==> src/rtl/dma_chan_pkg.sv <==
package dma_chan_pkg;

  typedef enum logic [1:0] {
    SZ_WORD = 2'd0,
    SZ_BYTE = 2'd1,
    SZ_HALF = 2'd2,
    SZ_LINE = 2'd3
  } unit_sz_e;

  typedef enum logic [1:0] {
    ST_IDLE,
    ST_ARM,
    ST_RD,
    ST_WR
  } xfer_st_e;

  typedef struct packed {
    logic     enable;
    logic     irq_en;
    logic     steal;
    logic     dst_inc;
    logic     src_inc;
    unit_sz_e size;
  } mode_t;

  localparam int MODE_W = 7;

  localparam logic [2:0] RA_SRC  = 3'd0;
  localparam logic [2:0] RA_DST  = 3'd1;
  localparam logic [2:0] RA_CNT  = 3'd2;
  localparam logic [2:0] RA_MODE = 3'd3;
  localparam logic [2:0] RA_STAT = 3'd4;

  function automatic logic [2:0] unit_bytes(unit_sz_e s);
    case (s)
      SZ_BYTE: return 3'd1;
      SZ_HALF: return 3'd2;
      SZ_WORD: return 3'd4;
      default: return 3'd0;
    endcase
  endfunction

endpackage

==> src/rtl/dma_cfg_regs.sv <==
module dma_cfg_regs
  import dma_chan_pkg::*;
#(
  parameter int AW = 32,
  parameter int CW = 24,
  parameter int DW = 32
) (
  input  logic          clk_i,
  input  logic          rst_ni,
  input  logic          reg_we_i,
  input  logic [2:0]    reg_addr_i,
  input  logic [DW-1:0] reg_wdata_i,
  output logic [DW-1:0] reg_rdata_o,
  input  logic          busy_i,
  input  logic          unit_done_i,
  output logic [AW-1:0] src_o,
  output logic [AW-1:0] dst_o,
  output mode_t         mode_o,
  output logic          start_o,
  output logic          last_o,
  output logic          err_o,
  output logic          irq_o
);

  logic [AW-1:0] src_q, dst_q;
  logic [CW-1:0] cnt_q;
  mode_t         mode_q;
  logic          done_q, err_q;

  mode_t         wr_mode;
  logic [CW-1:0] wr_cmask, step;
  logic [AW-1:0] wr_amask, astep;
  logic          mode_wr, stat_clr, go_wr, cfg_bad;

  assign wr_mode  = mode_t'(reg_wdata_i[MODE_W-1:0]);
  assign wr_cmask = CW'(unit_bytes(wr_mode.size)) - CW'(1);
  assign wr_amask = AW'(unit_bytes(wr_mode.size)) - AW'(1);
  assign step     = CW'(unit_bytes(mode_q.size));
  assign astep    = AW'(unit_bytes(mode_q.size));

  assign mode_wr  = reg_we_i && (reg_addr_i == RA_MODE);
  assign stat_clr = reg_we_i && (reg_addr_i == RA_STAT) && reg_wdata_i[0];
  assign go_wr    = mode_wr && wr_mode.enable && !busy_i && !err_q;
  assign cfg_bad  = (wr_mode.size == SZ_LINE) || (cnt_q == '0) ||
                    (|(cnt_q & wr_cmask)) || (|(src_q & wr_amask)) ||
                    (|(dst_q & wr_amask));
  assign start_o  = go_wr && !cfg_bad;
  assign last_o   = (cnt_q == step);

  always_ff @(posedge clk_i or negedge rst_ni) begin
    if (!rst_ni) begin
      src_q  <= '0;
      dst_q  <= '0;
      cnt_q  <= '0;
      mode_q <= '0;
      done_q <= 1'b0;
      err_q  <= 1'b0;
    end else begin
      if (unit_done_i) begin
        cnt_q <= cnt_q - step;
        if (mode_q.src_inc) src_q <= src_q + astep;
        if (mode_q.dst_inc) dst_q <= dst_q + astep;
      end else if (reg_we_i && !busy_i) begin
        case (reg_addr_i)
          RA_SRC:  src_q <= AW'(reg_wdata_i);
          RA_DST:  dst_q <= AW'(reg_wdata_i);
          RA_CNT:  cnt_q <= reg_wdata_i[CW-1:0];
          default: ;
        endcase
      end

      if (mode_wr) begin
        if (busy_i) begin
          mode_q.enable <= wr_mode.enable;
        end else begin
          mode_q        <= wr_mode;
          mode_q.enable <= start_o;
        end
      end

      if (unit_done_i && last_o) done_q <= 1'b1;
      else if (start_o || stat_clr) done_q <= 1'b0;

      if (go_wr && cfg_bad) err_q <= 1'b1;
      else if (stat_clr)    err_q <= 1'b0;
    end
  end

  always_comb begin
    case (reg_addr_i)
      RA_SRC:  reg_rdata_o = DW'(src_q);
      RA_DST:  reg_rdata_o = DW'(dst_q);
      RA_CNT:  reg_rdata_o = DW'(cnt_q);
      RA_MODE: reg_rdata_o = DW'(mode_q);
      RA_STAT: reg_rdata_o = DW'({busy_i, err_q, done_q});
      default: reg_rdata_o = '0;
    endcase
  end

  assign src_o  = src_q;
  assign dst_o  = dst_q;
  assign mode_o = mode_q;
  assign err_o  = err_q;
  assign irq_o  = done_q && mode_q.irq_en;

  // the count only falls while a block runs
  assert_cnt_no_rise_R5: assert property (@(posedge clk_i) disable iff (!rst_ni)
    busy_i |=> (cnt_q <= $past(cnt_q)));

  // done appears only with the final write
  assert_done_on_last_R5: assert property (@(posedge clk_i) disable iff (!rst_ni)
    $rose(done_q) |-> $past(unit_done_i && last_o));

  // address registers are frozen while busy
  assert_frozen_busy_R11: assert property (@(posedge clk_i) disable iff (!rst_ni)
    (busy_i && !unit_done_i) |=> ($stable(src_q) && $stable(dst_q)));

endmodule

==> src/rtl/dma_lane_align.sv <==
module dma_lane_align
  import dma_chan_pkg::*;
#(
  parameter int DW = 32,
  localparam int NL = DW / 8,
  localparam int LW = (NL > 1) ? $clog2(NL) : 1
) (
  input  unit_sz_e      size_i,
  input  logic [LW-1:0] rd_lane_i,
  input  logic [LW-1:0] wr_lane_i,
  input  logic [DW-1:0] bus_rdata_i,
  input  logic [DW-1:0] hold_i,
  output logic [DW-1:0] rd_unit_o,
  output logic [DW-1:0] wdata_o,
  output logic [NL-1:0] be_o
);

  logic [DW-1:0] shifted;

  assign shifted = bus_rdata_i >> {rd_lane_i, 3'b000};

  always_comb begin
    case (size_i)
      SZ_BYTE: rd_unit_o = DW'(shifted[7:0]);
      SZ_HALF: rd_unit_o = DW'(shifted[15:0]);
      default: rd_unit_o = shifted;
    endcase
  end

  for (genvar i = 0; i < NL; i++) begin : g_lane
    logic [7:0] lane_d;
    logic       lane_e;
    always_comb begin
      case (size_i)
        SZ_BYTE: begin
          lane_d = hold_i[7:0];
          lane_e = (int'(wr_lane_i) == i);
        end
        SZ_HALF: begin
          lane_d = hold_i[8*(i%2) +: 8];
          lane_e = ((int'(wr_lane_i) / 2) == (i / 2));
        end
        default: begin
          lane_d = hold_i[8*(i%4) +: 8];
          lane_e = ((int'(wr_lane_i) / 4) == (i / 4));
        end
      endcase
    end
    assign wdata_o[8*i +: 8] = lane_d;
    assign be_o[i]           = lane_e;
  end

endmodule

==> src/rtl/dma_xfer_fsm.sv <==
module dma_xfer_fsm
  import dma_chan_pkg::*;
#(
  parameter int AW = 32,
  parameter int DW = 32
) (
  input  logic          clk_i,
  input  logic          rst_ni,
  input  logic          start_i,
  input  logic          enable_i,
  input  logic          steal_i,
  input  logic          last_i,
  input  logic [AW-1:0] src_i,
  input  logic [AW-1:0] dst_i,
  input  logic          ext_req_i,
  input  logic          bus_rdy_i,
  input  logic [DW-1:0] rd_unit_i,
  output logic          bus_req_o,
  output logic          bus_we_o,
  output logic [AW-1:0] bus_addr_o,
  output logic [DW-1:0] hold_o,
  output logic          unit_done_o,
  output logic          busy_o
);

  xfer_st_e      state_q, state_d;
  logic          pend_q, req_q, rise, launch;
  logic [DW-1:0] hold_q;

  assign rise   = ext_req_i && !req_q;
  assign launch = (state_q == ST_ARM) && enable_i && (!steal_i || pend_q);

  always_comb begin
    state_d = state_q;
    case (state_q)
      ST_IDLE: if (start_i) state_d = ST_ARM;
      ST_ARM:  if (!enable_i) state_d = ST_IDLE;
               else if (launch) state_d = ST_RD;
      ST_RD:   if (bus_rdy_i) state_d = ST_WR;
      ST_WR:   if (bus_rdy_i) state_d = last_i ? ST_IDLE : ST_ARM;
      default: state_d = ST_IDLE;
    endcase
  end

  always_ff @(posedge clk_i or negedge rst_ni) begin
    if (!rst_ni) begin
      state_q <= ST_IDLE;
      pend_q  <= 1'b0;
      req_q   <= 1'b0;
      hold_q  <= '0;
    end else begin
      state_q <= state_d;
      req_q   <= ext_req_i;
      if (start_i)               pend_q <= 1'b0;
      else if (launch && steal_i) pend_q <= rise;
      else if (rise)              pend_q <= 1'b1;
      if (state_q == ST_RD && bus_rdy_i) hold_q <= rd_unit_i;
    end
  end

  assign bus_req_o   = (state_q == ST_RD) || (state_q == ST_WR);
  assign bus_we_o    = (state_q == ST_WR);
  assign bus_addr_o  = (state_q == ST_WR) ? dst_i : src_i;
  assign hold_o      = hold_q;
  assign unit_done_o = (state_q == ST_WR) && bus_rdy_i;
  assign busy_o      = (state_q != ST_IDLE);

  // a stalled cycle keeps address and direction
  assert_bus_hold_R2: assert property (@(posedge clk_i) disable iff (!rst_ni)
    (bus_req_o && !bus_rdy_i) |=> (bus_req_o && $stable(bus_addr_o) && $stable(bus_we_o)));

  // a write cycle only follows a completed read cycle
  assert_rd_then_wr_R2: assert property (@(posedge clk_i) disable iff (!rst_ni)
    $rose(bus_we_o) |-> $past(bus_req_o && !bus_we_o && bus_rdy_i));

  // without a pending request no unit is launched in cycle-steal mode
  assert_steal_gate_R8: assert property (@(posedge clk_i) disable iff (!rst_ni)
    (state_q == ST_ARM && steal_i && !pend_q) |=> !bus_req_o);

endmodule

==> src/rtl/dma_dual_chan.sv <==
module dma_dual_chan
  import dma_chan_pkg::*;
#(
  parameter int AW = 32,
  parameter int CW = 24,
  parameter int DW = 32
) (
  input  logic            clk_i,
  input  logic            rst_ni,
  input  logic            reg_we_i,
  input  logic [2:0]      reg_addr_i,
  input  logic [DW-1:0]   reg_wdata_i,
  output logic [DW-1:0]   reg_rdata_o,
  input  logic            ext_req_i,
  output logic            bus_req_o,
  output logic            bus_we_o,
  output logic [AW-1:0]   bus_addr_o,
  output logic [DW/8-1:0] bus_be_o,
  output logic [DW-1:0]   bus_wdata_o,
  input  logic [DW-1:0]   bus_rdata_i,
  input  logic            bus_rdy_i,
  output logic            irq_o
);

  localparam int NL = DW / 8;
  localparam int LW = (NL > 1) ? $clog2(NL) : 1;

  logic [AW-1:0] src, dst;
  mode_t         mode;
  logic          start, last, err, busy, unit_done;
  logic [DW-1:0] rd_unit, hold;

  dma_cfg_regs #(.AW(AW), .CW(CW), .DW(DW)) u_regs (
    .clk_i       (clk_i),
    .rst_ni      (rst_ni),
    .reg_we_i    (reg_we_i),
    .reg_addr_i  (reg_addr_i),
    .reg_wdata_i (reg_wdata_i),
    .reg_rdata_o (reg_rdata_o),
    .busy_i      (busy),
    .unit_done_i (unit_done),
    .src_o       (src),
    .dst_o       (dst),
    .mode_o      (mode),
    .start_o     (start),
    .last_o      (last),
    .err_o       (err),
    .irq_o       (irq_o)
  );

  dma_xfer_fsm #(.AW(AW), .DW(DW)) u_fsm (
    .clk_i       (clk_i),
    .rst_ni      (rst_ni),
    .start_i     (start),
    .enable_i    (mode.enable),
    .steal_i     (mode.steal),
    .last_i      (last),
    .src_i       (src),
    .dst_i       (dst),
    .ext_req_i   (ext_req_i),
    .bus_rdy_i   (bus_rdy_i),
    .rd_unit_i   (rd_unit),
    .bus_req_o   (bus_req_o),
    .bus_we_o    (bus_we_o),
    .bus_addr_o  (bus_addr_o),
    .hold_o      (hold),
    .unit_done_o (unit_done),
    .busy_o      (busy)
  );

  dma_lane_align #(.DW(DW)) u_align (
    .size_i      (mode.size),
    .rd_lane_i   (src[LW-1:0]),
    .wr_lane_i   (dst[LW-1:0]),
    .bus_rdata_i (bus_rdata_i),
    .hold_i      (hold),
    .rd_unit_o   (rd_unit),
    .wdata_o     (bus_wdata_o),
    .be_o        (bus_be_o)
  );

  // a configuration error never coexists with bus activity
  assert_err_quiet_R7: assert property (@(posedge clk_i) disable iff (!rst_ni)
    err |-> !bus_req_o);

  // write enables cover exactly one unit
  assert_be_width_R4: assert property (@(posedge clk_i) disable iff (!rst_ni)
    (bus_req_o && bus_we_o) |-> ($countones(bus_be_o) == int'(unit_bytes(mode.size))));

endmodule

==> config.mk <==
export PLATFORM = sky130hd
export DESIGN_NAME = dma_dual_chan
export DESIGN_NICKNAME = d
export VERILOG_FILES = /design/src/rtl/dma_chan_pkg.sv /design/src/rtl/dma_cfg_regs.sv /design/src/rtl/dma_lane_align.sv /design/src/rtl/dma_xfer_fsm.sv /design/src/rtl/dma_dual_chan.sv
export SDC_FILE = /design/constraint.sdc
export NUM_CORES = 1
export LEC_CHECK = 0
export ABC_CLOCK_PERIOD_IN_PS = 4400
export CAP_MARGIN = 20
export CORE_MARGIN = 5
export CORE_UTILIZATION = 40
export DETAILED_ROUTE_END_ITERATION = 10
export DONT_BUFFER_PORTS = 1
export GPL_TIMING_DRIVEN = 0
export HOLD_SLACK_MARGIN = 0.02
export SLEW_MARGIN = 0
export SYNTH_ARGS = -nofsm -noshare
export SYNTH_HDL_FRONTEND = slang
export SYNTH_SLANG_ARGS = --single-unit
==> constraint.sdc <==
create_clock -name clk_i -period 4.4 [get_ports clk_i]
set_input_delay 0.66 -clock clk_i [delete_from_list [all_inputs] [get_ports clk_i]]
set_output_delay 0.66 -clock clk_i [all_outputs]
set_load 0.02 [all_outputs]
==> results.py <==
metrics = {
    "worst_setup_path": {
        "critPathArrivalTime_ns": 3.09,
        "required_ns": 3.74,
        "end_kind": "output port",
        "critPathMaxStageDelay_ns": 0.74,
        "worstPathBufferInverterCount": 3,
        "critPathKind": "flop to output port",
        "startpoint_type": "flop",
        "path_max_fanout": 10,
        "crit_chain": "buf_4 > nand2_1 > clkbuf_1 > inv_1 > o21ai_0",
        "path_delay_family": "buffers and inverters",
        "crit_path_top_delay_cell": "o21ai_0",
    },
    "clock_network": {
        "clkTransAtPathRegs_ns": 0.06,
        "root_buffer": "clkbuf_16",
        "numCtsBuffers": 17,
        "cts_tree": "built",
        "clockBufferDepth": 2,
        "cts_sinks": 133,
        "post_cts_resized": 0,
        "clk-insertion-delay-late_ns": 0.43,
        "ctsHtreeMaxLevel": 4,
    },
    "placed_design": {
        "place_area_sq_um": 10310,
        "dp_hpwl_mm": 31.08,
        "place_congestion": 0.9971,
        "portBuffers": 0,
    },
    "die": {
        "io_pins": 175,
        "rows": 57,
        "dieWidth_microns": 167.3,
        "core_area_sq_um": 24320,
        "die_area_sq_um": 28000,
        "start_util": 0.4072,
        "die_h_microns": 167.3,
    },
    "sta": {
        "fmax_mhz": 266.6,
        "tightest_slew_ns": 0.9585,
        "hold_viol": 0,
        "period_share": 0.8525,
        "fin_tns_setup_ns": 0,
        "max-slew-margin-rel": 0.3567,
        "clock_skew_ns": 0.01013,
        "slew_viol_final": 0,
        "rsz0062_at_grt": "false",
        "setup_viol": 0,
        "fin_crit_ns": 3.751,
    },
    "logic_synthesis": {
        "netlist_instances": 1155,
        "ys_seq_elements": 133,
        "ys_warn_count": 0,
        "synthArstFlopShare": 1.000,
        "synth-edff-count": 0,
        "yosysUniqueCellTypes": 85,
        "syn_nets": 1246,
        "postSynthAreaPerCell_sq_um": 8.573,
        "synthFlopType": "dfrtp_1",
        "seq_area_frac_synth": 0.3361,
        "synth_area_sq_um": 9902,
    },
    "cells_and_area": {
        "final_cell_mix": "dfrtp_1, nor2_1, a21oi_1",
        "syn2layout_area_growth_pct": 11.83,
        "num_antenna_cells": 0,
        "drive_above_1_share": 0.1549,
        "nets": 1266,
        "final_common_cell": "dfrtp_1",
        "stdcell_area_sq_um": 11070,
    },
    "global_route": {
        "gr-total-overflow": 0,
        "grt_pass1_wl_mm": 62.71,
        "grt_max_degree": 134,
        "grt_usage": 0.2907,
        "antenna_found_initial": 0,
        "first_global_vias": 9644,
    },
    "drt": {
        "drtPass1Iterations": 6,
        "drc_errors": 0,
        "first_iter_violations": 1329,
        "vias_per_cell": 6.654,
        "routedWlPerCell_microns": 27.66,
        "drtAntennaViolNets": 0,
        "via_count": 10060,
        "wirelength_mm": 41.82,
    },
    "min_path": {
        "hold_path_class": "input port to async pin",
    },
    "power_and_ir_drop": {
        "peakVddDrop_v": 0.0004151,
        "power.leakage_nw": 4.423,
        "power_density_nw_per_um2": 806.0,
    },
    "outcome": {
        "outcome": "finished clean",
    },
    "flow_run": {
        "cap_violations": 0,
    },
}
==> state kept, by name (all words and copies together), names as in the netlist, named ones only <==
name	flops
u_fsm.pend_q	1
u_regs.dst_o	32
u_regs.cnt_q	24
u_regs.done_q	1
u_regs.mode_o	7
u_fsm.state_q	1
u_regs.err_o	1
u_fsm.hold_o	32
u_regs.src_o	32
u_fsm.req_q	1
==> final cells by class <==
type                            instances  area (sq um)
Inverter                               19         71.32
Fill cell                            2422         13250
Tap cell                              324         405.4
Sequential cell                       133          3328
Buffer                                102         499.2
Clock inverter                         12         271.5
Timing Repair Buffer                    1         27.53
Multi-Input combinational cell        901          6003
Clock buffer                           20         466.7
==> kinds of logic (layout without fill, tap and decap cells) <==
logic type / after synthesis / in the layout / share of synthesized area
flip-flops: 133 / 133 / 0.3361
AND/OR/NAND/NOR: 424 / 424 / 0.2228
multiplexers: 107 / 107 / 0.1216
buffers and inverters: 121 / 154 / 0.05762
AO/OA/AOI/OAI: 347 / 347 / 0.2321
XOR/XNOR: 4 / 4 / 0.003539
adder cells (fa/ha/maj): 19 / 19 / 0.02628
==> metrics by stage <==
stage	util	power, mW	setup WS [ns]	hold slack, ns	instances
floorplan	-	5.702	1.719	0.3644	1155
global placement	0.4238	6.909	1.074	0.3713	1479
detailed placement	0.4238	6.951	1.053	0.3708	1479
CTS	0.4553	8.815	0.5893	0.2477	1512
global route	0.4553	9.355	0.4621	0.2451	1512
finish	0.4553	8.925	0.6490	0.2065	1512
==> where the power goes <==
group / switching (mW) / leakage [nW] / internal [mW] / total, mW
Clock: 0.594 / 0.360 / 1.23 / 1.82
Sequential: 0.930 / 1.61 / 1.78 / 2.71
Combinational: 2.86 / 2.45 / 1.54 / 4.40
==> cells in the mapped netlist (all sizes together) (4+ instances only) <==
cell type  number  area, sq um
nand3          43        235.2
nand2         103        386.6
nand4          23        150.1
nor2          124        478.0
nor3           26        150.2
dfrtp         133         3328
o311ai          6        52.55
clkbuf         45        170.2
nor2b          14        87.58
and3           20        125.1
o22a            8        70.07
o21a            6        45.04
buf            57        329.1
a21o            5        37.54
inv            19        71.32
and2           13        81.33
mux2i          46        460.4
mux2           56        630.6
and4            7        63.81
o21ai          57        289.0
o221a           5        56.30
or4             4        30.03
mux4            5        112.6
a22oi          11        82.58
a311oi         16        146.4
a22o           18        157.7
o31ai           8        60.06
a21oi         109        553.0
a211oi         27        202.7
a31oi          11        68.82
ha             16        200.2
o211ai          9        67.56
o22ai          18        112.6
nor4           27        224.0
or2             4        25.02
a2bb2oi         7        61.31
==> routing by layer <==
metal / vias up / track usage / wire [microns]
li1: 4368 / - / -
met1: 4803 / 0.3784 / 16390
met2: 733 / 0.4399 / 18280
met3: 157 / 0.07591 / 4604
met4: 0 / 0.1623 / 2552
met5: - / 0 / 0
==> timing repair <==
item	4_1_cts	5_1_grt
hold buffers	1	0
endpoints found under the hold margin	133	0
setup buffers	0	0
==> worst paths after layout <==
path / cells after the start / to / from / slack (ns)
max: 5 / bus_addr_o[3] / flop / 0.65
min: 1 / u_fsm.hold_o[1] / rst_ni / 0.21
max reg2reg: 8 / u_regs.src_o[27] / u_regs.mode_o[0] / 1.42
min reg2reg: 2 / u_fsm.hold_o[17] / u_fsm.hold_o[17] / 0.48
max in group asynchronous: 1 / u_regs.dst_o[18] / rst_ni / 3.62
min in group clk_i: 0 / u_fsm.req_q / ext_req_i / 0.26
Power figures use the tool's default switching activity.
